File: config.mk
export PLATFORM = sky130hd
export DESIGN_NAME = sdo_serial_out
export DESIGN_NICKNAME = d
export VERILOG_FILES = /design/src/rtl/sdo_pkg.sv /design/src/rtl/sdo_clkgen.sv /design/src/rtl/sdo_shifter.sv /design/src/rtl/sdo_strobe.sv /design/src/rtl/sdo_serial_out.sv
export SDC_FILE = /design/constraint.sdc
export NUM_CORES = 1
export LEC_CHECK = 0
export ABC_CLOCK_PERIOD_IN_PS = 6100
export BUFFER_PORTS_ARGS = -buffer_cell sky130_fd_sc_hd__buf_2
export CAP_MARGIN = 20
export CORE_MARGIN = 3
export CORE_UTILIZATION = 54
export CTS_BUF_LIST = sky130_fd_sc_hd__clkbuf_4 sky130_fd_sc_hd__clkbuf_8 sky130_fd_sc_hd__clkbuf_16
export CTS_CLUSTER_DIAMETER = 50
export DETAILED_ROUTE_END_ITERATION = 7
export MAX_ROUTING_LAYER = met4
export PLACE_DENSITY = 0.73
export SYNTH_ARGS = -nofsm -noshare
export SYNTH_HDL_FRONTEND = slang
export SYNTH_HIERARCHICAL = 1
export SYNTH_SLANG_ARGS = --single-unit
File: constraint.sdc
create_clock -name clk -period 6.1 [get_ports clk]
set_input_delay 0.305 -clock clk [delete_from_list [all_inputs] [get_ports clk]]
set_output_delay 0.305 -clock clk [all_outputs]
set_load 0.01 [all_outputs]
File: src/rtl/sdo_pkg.sv
package sdo_pkg;
  localparam int unsigned SDO_DEF_DATA_W = 16;
  localparam int unsigned SDO_DEF_HALF_DIV = 4;

  typedef enum logic {
    FRAME_WORD = 1'b0,
    FRAME_BYTE = 1'b1
  } frame_mode_e;
endpackage

File: src/rtl/sdo_clkgen.sv
module sdo_clkgen #(
  parameter int unsigned HALF_DIV = sdo_pkg::SDO_DEF_HALF_DIV
) (
  input  logic clk,
  input  logic rst,
  output logic sclk,
  output logic rise_tick
);
  logic sclk_q;
  logic term;

  generate
    if (HALF_DIV <= 1) begin : g_nodiv
      assign term = 1'b1;
    end else begin : g_div
      localparam int unsigned CW = $clog2(HALF_DIV);
      logic [CW-1:0] cnt_q;
      assign term = (cnt_q == CW'(HALF_DIV - 1));
      always_ff @(posedge clk) begin
        if (rst)       cnt_q <= '0;
        else if (term) cnt_q <= '0;
        else           cnt_q <= cnt_q + 1'b1;
      end
    end
  endgenerate

  always_ff @(posedge clk) begin
    if (rst)       sclk_q <= 1'b0;
    else if (term) sclk_q <= ~sclk_q;
  end

  assign rise_tick = term & ~sclk_q;
  assign sclk      = sclk_q;

  // the shift clock is high after a rise tick and low after a fall
  a_r2_rise_sets_sclk: assert property (@(posedge clk) disable iff (rst)
    rise_tick |=> sclk_q);
  a_r2_fall_clears_sclk: assert property (@(posedge clk) disable iff (rst)
    (term && sclk_q) |=> !sclk_q);
endmodule

File: src/rtl/sdo_shifter.sv
module sdo_shifter #(
  parameter int unsigned DATA_W = sdo_pkg::SDO_DEF_DATA_W,
  parameter int unsigned PH_W   = $clog2(DATA_W + 2) + 1
) (
  input  logic              clk,
  input  logic              rst,
  input  logic [DATA_W-1:0] sample_i,
  input  logic              load_i,
  input  logic              fsync_n_i,
  input  logic              byte_mode_i,
  input  logic              secondary_i,
  input  logic              rise_tick,
  input  logic              done,
  output logic              busy,
  output logic [PH_W-1:0]   phase,
  output logic              byte_q,
  output logic              sec_q,
  output logic              dout
);
  logic [DATA_W-1:0] hold_q;
  logic [DATA_W-1:0] sh_q;
  logic              busy_q;
  logic [PH_W-1:0]   ph_q;
  logic              byte_r;
  logic              sec_r;
  logic              dout_q;
  logic              start;

  assign start = !busy_q && !fsync_n_i;

  always_ff @(posedge clk) begin
    if (rst)         hold_q <= '0;
    else if (load_i) hold_q <= sample_i;
  end

  always_ff @(posedge clk) begin
    if (rst) begin
      busy_q <= 1'b0;
      ph_q   <= '0;
      sh_q   <= '0;
      byte_r <= 1'b0;
      sec_r  <= 1'b0;
      dout_q <= 1'b0;
    end else if (start) begin
      busy_q <= 1'b1;
      ph_q   <= '0;
      sh_q   <= hold_q;
      byte_r <= byte_mode_i;
      sec_r  <= secondary_i;
    end else if (busy_q && rise_tick) begin
      if (done) busy_q <= 1'b0;
      ph_q <= ph_q + 1'b1;
      if (ph_q < PH_W'(DATA_W)) begin
        dout_q <= sh_q[DATA_W-1];
        sh_q   <= {sh_q[DATA_W-2:0], 1'b0};
      end
    end
  end

  assign busy   = busy_q;
  assign phase  = ph_q;
  assign byte_q = byte_r;
  assign sec_q  = sec_r;
  assign dout   = dout_q;

  // the latched mode and secondary flag hold for the whole transfer
  a_r7_latch_stable: assert property (@(posedge clk) disable iff (rst)
    busy_q |=> (!busy_q || ($stable(sec_r) && $stable(byte_r))));
  // the transfer never runs past the strobe phase
  a_r8_phase_bound: assert property (@(posedge clk) disable iff (rst)
    busy_q |-> (ph_q <= PH_W'(DATA_W + 1)));
endmodule

File: src/rtl/sdo_strobe.sv
module sdo_strobe #(
  parameter int unsigned DATA_W = sdo_pkg::SDO_DEF_DATA_W,
  parameter int unsigned PH_W   = $clog2(DATA_W + 2) + 1
) (
  input  logic            clk,
  input  logic            rst,
  input  logic            busy,
  input  logic            rise_tick,
  input  logic [PH_W-1:0] phase,
  input  logic            byte_q,
  input  logic            sec_q,
  output logic            done,
  output logic            eod_n
);
  import sdo_pkg::*;
  localparam int unsigned HALF_W = DATA_W / 2;

  frame_mode_e     mode;
  logic            eod_q;
  logic            eod_d;
  logic [PH_W-1:0] last_ph;

  assign mode = frame_mode_e'(byte_q);

  always_comb begin
    last_ph = (mode == FRAME_WORD && !sec_q) ? PH_W'(DATA_W + 1) : PH_W'(DATA_W);
    done    = busy && rise_tick && (phase == last_ph);
    eod_d   = eod_q;
    if (busy && rise_tick && !sec_q) begin
      if (mode == FRAME_BYTE) begin
        if (phase == PH_W'(HALF_W))      eod_d = 1'b0;
        else if (phase == PH_W'(DATA_W)) eod_d = 1'b1;
      end else begin
        if (phase == PH_W'(DATA_W))          eod_d = 1'b0;
        else if (phase == PH_W'(DATA_W + 1)) eod_d = 1'b1;
      end
    end
  end

  always_ff @(posedge clk) begin
    if (rst) eod_q <= 1'b1;
    else     eod_q <= eod_d;
  end

  assign eod_n = eod_q;

  // no strobe during a secondary transfer
  a_r6_no_strobe_secondary: assert property (@(posedge clk) disable iff (rst)
    (busy && sec_q) |-> eod_q);
  // the strobe is low only inside a transfer
  a_r9_strobe_idle_high: assert property (@(posedge clk) disable iff (rst)
    !eod_q |-> busy);
endmodule

File: src/rtl/sdo_serial_out.sv
module sdo_serial_out #(
  parameter int unsigned DATA_W   = sdo_pkg::SDO_DEF_DATA_W,
  parameter int unsigned HALF_DIV = sdo_pkg::SDO_DEF_HALF_DIV
) (
  input  logic              clk,
  input  logic              rst,
  input  logic              byte_mode_i,
  input  logic              secondary_i,
  input  logic [DATA_W-1:0] sample_i,
  input  logic              load_i,
  input  logic              fsync_n_i,
  output logic              sclk_o,
  output logic              dout_o,
  output logic              eod_n_o,
  output logic              busy_o,
  output logic              xfer_sec_o
);
  localparam int unsigned PH_W = $clog2(DATA_W + 2) + 1;

  logic            rise_tick;
  logic            done;
  logic            busy;
  logic [PH_W-1:0] phase;
  logic            byte_q;
  logic            sec_q;

  sdo_clkgen #(.HALF_DIV(HALF_DIV)) u_clk (
    .clk(clk), .rst(rst), .sclk(sclk_o), .rise_tick(rise_tick)
  );

  sdo_shifter #(.DATA_W(DATA_W), .PH_W(PH_W)) u_shift (
    .clk(clk), .rst(rst), .sample_i(sample_i), .load_i(load_i),
    .fsync_n_i(fsync_n_i), .byte_mode_i(byte_mode_i), .secondary_i(secondary_i),
    .rise_tick(rise_tick), .done(done), .busy(busy), .phase(phase),
    .byte_q(byte_q), .sec_q(sec_q), .dout(dout_o)
  );

  sdo_strobe #(.DATA_W(DATA_W), .PH_W(PH_W)) u_eod (
    .clk(clk), .rst(rst), .busy(busy), .rise_tick(rise_tick), .phase(phase),
    .byte_q(byte_q), .sec_q(sec_q), .done(done), .eod_n(eod_n_o)
  );

  assign busy_o     = busy;
  assign xfer_sec_o = sec_q;

  // serial data moves only at a shift-clock rising edge
  a_r1_dout_on_rise: assert property (@(posedge clk) disable iff (rst)
    !rise_tick |=> $stable(dout_o));
  // busy clears only at a shift-clock rising edge
  a_r8_busy_end_on_rise: assert property (@(posedge clk) disable iff (rst)
    (busy && !rise_tick) |=> busy);
endmodule

==> impl_metrics.tcl, run 1 <==
set metrics [dict create \
    max_stage_delay_ns 0.45 \
    ys_seq_elements 46 \
    cp-start-kind "register" \
    die_h_um 67.83 \
    worstMarginPinSlew_ns 0.8715 \
    arrival_ns 2.36 \
    clkSinkCount 46 \
    die_w_um 67.83 \
    path_class "register to register" \
    grt_pass1_vias 1322 \
    p_leak_nw 0.9434 \
    maxSlewHeadroom_pct 41.90 \
    post-route-min-period_ns 2.211 \
    synth_fa_ha_area_share_pct 1.212 \
    synth_mux_area_share_pct 8.242 \
    cts-htree-levels 2 \
    cp_top_family "simple AND/OR/NAND/NOR gates" \
    max_cap_violations 0 \
    path_clk_slew_ns 0.08 \
    outcome "complete, no violations" \
    fin_nets 257 \
    syn_area_per_cell_um2 9.692 \
    dp_cells 271 \
    final-seq-area_um2 920.9 \
    finalWirelength_um 3578 \
    nFillCells 301 \
    antenna_found_initial 0 \
    viasPerCell 5.321 \
    multi_input_area_um2 1023 \
    routedWlPerCell_um 12.78 \
    vias 1490 \
    grt_max_degree 42 \
    yosys.area_share.xor_xnor_pct 2.121 \
    fp.coreArea_um2 3495 \
    netlist_area_um2 2064 \
    crit_buf_inv 0 \
    fmax_ghz 0.4523 \
    worstSkewPairLatency_ns 0.29 \
    report.final.hold_viol_count 0 \
    dp_hpwl_um 2355 \
    ant_nets 0 \
    antennaDiodeCount 0 \
    end_kind "register" \
    crit_fanout 7 \
    grt_overflow 0 \
    synth-simple-area-share_pct 22.79 \
    fin_skew_ns 0.005529 \
    initial_core_util_pct 59.08 \
    cts_buffers 5 \
    drive_gt1_share_pct 23.93 \
    yosys.cell_types.count 36 \
    p_clk_share_pct 32.1 \
    cts_tree "yes" \
    io_pins 27 \
    peakVddDrop_v 0.0001514 \
    yosys_warnings 6 \
    drc 0 \
    synth_compound_area_share_pct 15.21 \
    fin_setup_tns_ns 0 \
    grt_pass1_wl_um 5878 \
    cts_hold_buf 0 \
    synth_top_family_by_area "simple AND/OR/NAND/NOR gates" \
    seqPwrFrac_pct 56.0 \
    report.final.slew_viol_count 0 \
    cts_setup_buffers 0 \
    synth_fp_nets 237 \
    required_ns 6.24 \
    drt_iter0_markers 46 \
    whs_ns 0.2438 \
    power.switching_mw 0.1449 \
    dr.pass1.iters 4 \
    ys_seq_area_share_pct 44.61 \
    cts_root_buffer "clkbuf_8" \
    comb_power_share_pct 11.9 \
    fin_cells 280 \
    p_int_mw 0.4467 \
    cellPowerDensity_nw_per_um2 262.0 \
    period_share_pct 36.24 \
    place.gp.congestion 0.7580 \
    io_buffers 26 \
    num_rows 21 \
    cpMostUsedCell "nand2_1" \
    swShare_pct 24.49 \
    crit_slowest_cell "or4_4" \
    worst_hold_path_type "primary input to register" \
    final-setup-viol-count 0 \
    rsz0062_at_grt "no" \
    grt_usage_pct 17.37 \
    clk_path_buf_depth 2 \
    path_cells "ha_1, nor2b_1, nand2_1, or4_4, nor4b_2, nand2_1, a21oi_1, nor2_1" \
    fp.dieArea_um2 4601 \
    cts_resized 0 \
    syn_to_final_growth_pct 9.394 \
    synth_cells 213 \
]
-- flip-flops by register name (all words and copies together) (netlist names), 2 cells and up --
register / cells
u_shift/sh_q: 16
u_shift/hold_q: 16
u_shift/phase: 6
u_clk/g_div.cnt_q: 2
-- per-stage QoR --
stage          utilization [%]  worst slack, ns  cell area (um^2)  power (mW)
3_5_place_dp             61.12            3.602              2136      0.4092
3_3_place_gp             61.12            3.645              2136      0.4070
5_1_grt                  64.63            3.693              2258      0.6238
4_1_cts                  63.84            3.586              2231      0.5976
6_report                 64.63            3.889              2258      0.5916
2_1_floorplan                -            4.101              2064      0.3948
-- metal layers --
metal / up-vias / part of all wire, % / track usage, %
met5: - / 0 / -
met4: 0 / 0.48 / 6.700
met3: 2 / 3.6 / 4.433
met2: 23 / 48 / 27.58
met1: 688 / 48 / 21.20
li1: 777 / - / -
-- cell type report --
cell class              count  share of cell area [%]
well taps                  46                   2.548
flip-flops and latches     46                   40.78
multi-input cells         152                   45.32
clock inverters             1                  0.2216
clock buffers               7                   3.989
inverters                   1                  0.1662
repair buffers             27                   6.981
-- final timing paths --
kind | cells after the start | to | start | slack [ns]
setup reg to reg | 8 | u_shift/busy | u_clk/g_div.cnt_q[0] | 3.89
hold / removal | 3 | u_shift/hold_q[5] | sample_i[5] | 0.24
hold reg to reg | 1 | u_clk/g_div.cnt_q[0] | u_clk/g_div.cnt_q[0] | 0.42
setup / recovery | 8 | u_shift/busy | u_clk/g_div.cnt_q[0] | 3.89
-- cells in the final DEF (no fill, tap or decap), types with 2 or more instances in the layout --
| master | netlist | layout |
|---|---|---|
| mux2i_1 | 17 | 17 |
| a21oi_1 | 8 | 8 |
| nand2_1 | 10 | 10 |
| dfxtp_1 | 46 | 46 |
| clkbuf_8 | 0 | 6 |
| o21ai_0 | 3 | 3 |
| xnor2_1 | 2 | 2 |
| buf_2 | 3 | 26 |
| or3_1 | 3 | 3 |
| ha_1 | 2 | 2 |
| nand3_1 | 4 | 4 |
| xor2_1 | 3 | 3 |
| nor2_1 | 67 | 67 |
| a2111oi_2 | 15 | 15 |
| or3b_1 | 2 | 2 |
-- cells in the mapped netlist (all sizes together) --
master	count	area, um^2
a2111oi	15	225.2
a21oi	8	40.04
a41oi	1	8.760
buf	12	108.8
clkbuf	2	7.510
dfxtp	46	920.9
ha	2	25.02
inv	1	3.750
mux2i	17	170.2
nand2	10	37.54
nand2b	1	6.260
nand3	4	20.02
nand3b	1	7.510
nand4	1	6.260
nand4bb	2	27.53
nor2	68	271.5
nor2b	1	6.260
nor3	1	5.000
nor3b	1	7.510
nor4b	1	15.01
o21ai	3	15.01
o311ai	1	16.27
o41ai	1	8.760
or2	2	12.52
or3	3	18.77
or3b	2	17.52
or4	1	11.26
xnor2	2	17.52
xor2	3	26.28
-- cells by family (layout without fill, tap and decap cells) --
logic type / after synthesis / in the layout
and+or+nand+nor: 99 / 99
DFF: 46 / 46
AOI/OAI and AO/OA: 29 / 29
muxes: 17 / 17
buffers and inverters: 15 / 36
xor gates and xnor gates: 5 / 5
adders and majority gates: 2 / 2
-- worst register-to-register path, stage by stage (launching register included) --
cell and delay [ns]:
dfxtp_1 0.33, ha_1 0.22, nor2b_1 0.41, nand2_1 0.14, or4_4 0.45, nor4b_2 0.24
nand2_1 0.08, a21oi_1 0.16, nor2_1 0.05
-- power groups by stage --
| stage | clock network [mW] | registers [mW] | logic [mW] |
|---|---|---|---|
| 2_1_floorplan | 0 | 0.335 | 0.0603 |
| 3_3_place_gp | 0 | 0.338 | 0.0694 |
| 3_5_place_dp | 0 | 0.338 | 0.0710 |
| 4_1_cts | 0.195 | 0.331 | 0.0710 |
| 5_1_grt | 0.210 | 0.334 | 0.0803 |
| 6_report | 0.190 | 0.331 | 0.0706 |
Power figures use the tool's default switching activity.
==> run 2: changes to the inputs <==
--- a/config.mk
+++ b/config.mk
@@ -5,7 +5,7 @@
 export SDC_FILE = /design/constraint.sdc
 export NUM_CORES = 1
 export LEC_CHECK = 0
-export ABC_CLOCK_PERIOD_IN_PS = 6100
+export ABC_CLOCK_PERIOD_IN_PS = 2250
 export BUFFER_PORTS_ARGS = -buffer_cell sky130_fd_sc_hd__buf_2
 export CAP_MARGIN = 20
 export CORE_MARGIN = 3
==> constraint.sdc (replaced) <==
create_clock -name clk -period 2.25 [get_ports clk]
set_input_delay 0.1125 -clock clk [delete_from_list [all_inputs] [get_ports clk]]
set_output_delay 0.1125 -clock clk [all_outputs]
set_load 0.01 [all_outputs]
==> run 2 against run 1 <==
Global-route usage increased by 1.4 points. Final area increased by 1.0%. Clock skew increased by 0.00075 ns. Sequential cell count unchanged. Critical endpoint unchanged.
==> impl_metrics.tcl, run 2 (synthesis gave the netlist of run 1 again) <==
set metrics [dict create \
    comb_power_share_pct 12.2 \
    mostFrequentLayoutCell "nor2_1" \
    fin_skew_ns 0.006275 \
    grt_max_degree 33 \
    arrival_ns 2.09 \
    viasPerCell 5.366 \
    cts_tree "yes" \
    layout_common_cells "nor2_1 (67), dfxtp_1 (46), buf_2 (26), mux2i_1 (17), a2111oi_2 (15)" \
    whs_ns 0.05419 \
    hold_depth 3 \
    ant_nets 0 \
    cts_hold_buf 0 \
    path_clk_slew_ns 0.08 \
    cts_setup_buffers 0 \
    cellPowerDensity_nw_per_um2 706.3 \
    final_util_pct 65.27 \
    routedWlPerCell_um 12.70 \
    antenna_found_initial 0 \
    drt_iter0_markers 65 \
    place.gp.congestion 0.8384 \
    io_pins 27 \
    dr.pass1.iters 4 \
    finalWirelength_um 3607 \
    p_leak_nw 0.9595 \
    vias 1524 \
    max_cap_violations 0 \
    path_class "register to register" \
    fp.coreArea_um2 3495 \
    die_h_um 67.83 \
    worstMarginPinSlew_ns 0.4745 \
    cts_buffers 5 \
    worst_hold_path_type "primary input to register" \
    report.final.slew_viol_count 0 \
    p_clk_share_pct 32.1 \
    clkSinkCount 46 \
    dp_hpwl_um 2498 \
    grt_pass1_vias 1423 \
    fp.dieArea_um2 4601 \
    antennaDiodeCount 0 \
    cts_resized 0 \
    post-route-min-period_ns 1.922 \
    reg2reg_depth 8 \
    cp-start-kind "register" \
    grt_overflow 0 \
    period_share_pct 85.43 \
    maxSlewHeadroom_pct 68.37 \
    seqPwrFrac_pct 55.7 \
    syn_to_final_growth_pct 10.48 \
    drc 0 \
    fin_cells 284 \
    peakVddDrop_v 0.0005140 \
    grt_pass1_wl_um 6354 \
    crit_fanout 4 \
    num_rows 21 \
    io_buffers 26 \
    dp_cells 276 \
    clk_path_buf_depth 2 \
    fin_nets 261 \
    report.final.hold_viol_count 0 \
    worstSkewPairLatency_ns 0.29 \
    p_int_mw 1.216 \
    outcome "complete, no violations" \
    swShare_pct 24.52 \
    required_ns 2.42 \
    end_kind "register" \
    final-setup-viol-count 0 \
    cts_root_buffer "clkbuf_8" \
    fmax_ghz 0.5203 \
    drive_gt1_share_pct 25.21 \
    power.switching_mw 0.3950 \
    cts-htree-levels 2 \
    rsz0062_at_grt "no" \
    grt_usage_pct 18.78 \
    initial_core_util_pct 59.08 \
    fin_setup_tns_ns 0 \
    die_w_um 67.83 \
]
## run 2: cell type report
| cell class | count | area, um^2 |
|---|---|---|
| clock buffer | 7 | 90.09 |
| clock inverter | 1 | 5.005 |
| fill | 296 | 1214 |
| inverter | 1 | 3.754 |
| multi-input combinational | 152 | 1023 |
| sequential | 46 | 920.9 |
| timing repair buffer | 31 | 180.2 |
| tap | 46 | 57.56 |
## run 2: layer usage
metal	global-route usage, %	vias to the layer above	part of all wire [%]
li1	-	789	-
met5	-	-	0
met3	4.433	4	4.4
met4	5.955	0	0.69
met1	23.67	707	47
met2	29.89	24	48
## run 2: power groups by stage
stage / clock, mW / sequential, mW / combinational [mW]
floorplan: 0 / 0.907 / 0.163
global placement: 0 / 0.914 / 0.196
detailed placement: 0 / 0.916 / 0.200
CTS: 0.534 / 0.897 / 0.200
global route: 0.566 / 0.904 / 0.223
finish: 0.517 / 0.897 / 0.197
## run 2: path summary, 6_finish.rpt
path	startpoint	endpoint	slack [ns]
hold / removal	sample_i[14]	u_shift/hold_q[14]	0.05
setup / recovery	u_clk/g_div.cnt_q[0]	u_shift/busy	0.33
setup reg to reg	u_clk/g_div.cnt_q[0]	u_shift/busy	0.33
hold reg to reg	u_clk/g_div.cnt_q[0]	u_clk/g_div.cnt_q[0]	0.43
## run 2: critical path, stage by stage (launching register included)
cell,delay (ns)
dfxtp_1,0.34
ha_1,0.22
nor2b_1,0.19
nand2_1,0.10
or4_4,0.45
nor4b_2,0.21
nand2_1,0.09
a21oi_1,0.15
nor2_1,0.06
## run 2: per-stage QoR
| step | setup WS (ns) | total power, mW | instance area [um^2] |
|---|---|---|---|
| after floorplan | 0.2511 | 1.070 | 2064 |
| after global placement | 0.4287 | 1.111 | 2186 |
| after detailed placement | 0.3430 | 1.116 | 2186 |
| after CTS | 0.3287 | 1.632 | 2281 |
| after global routing | 0.1568 | 1.693 | 2281 |
| final | 0.3279 | 1.611 | 2281 |
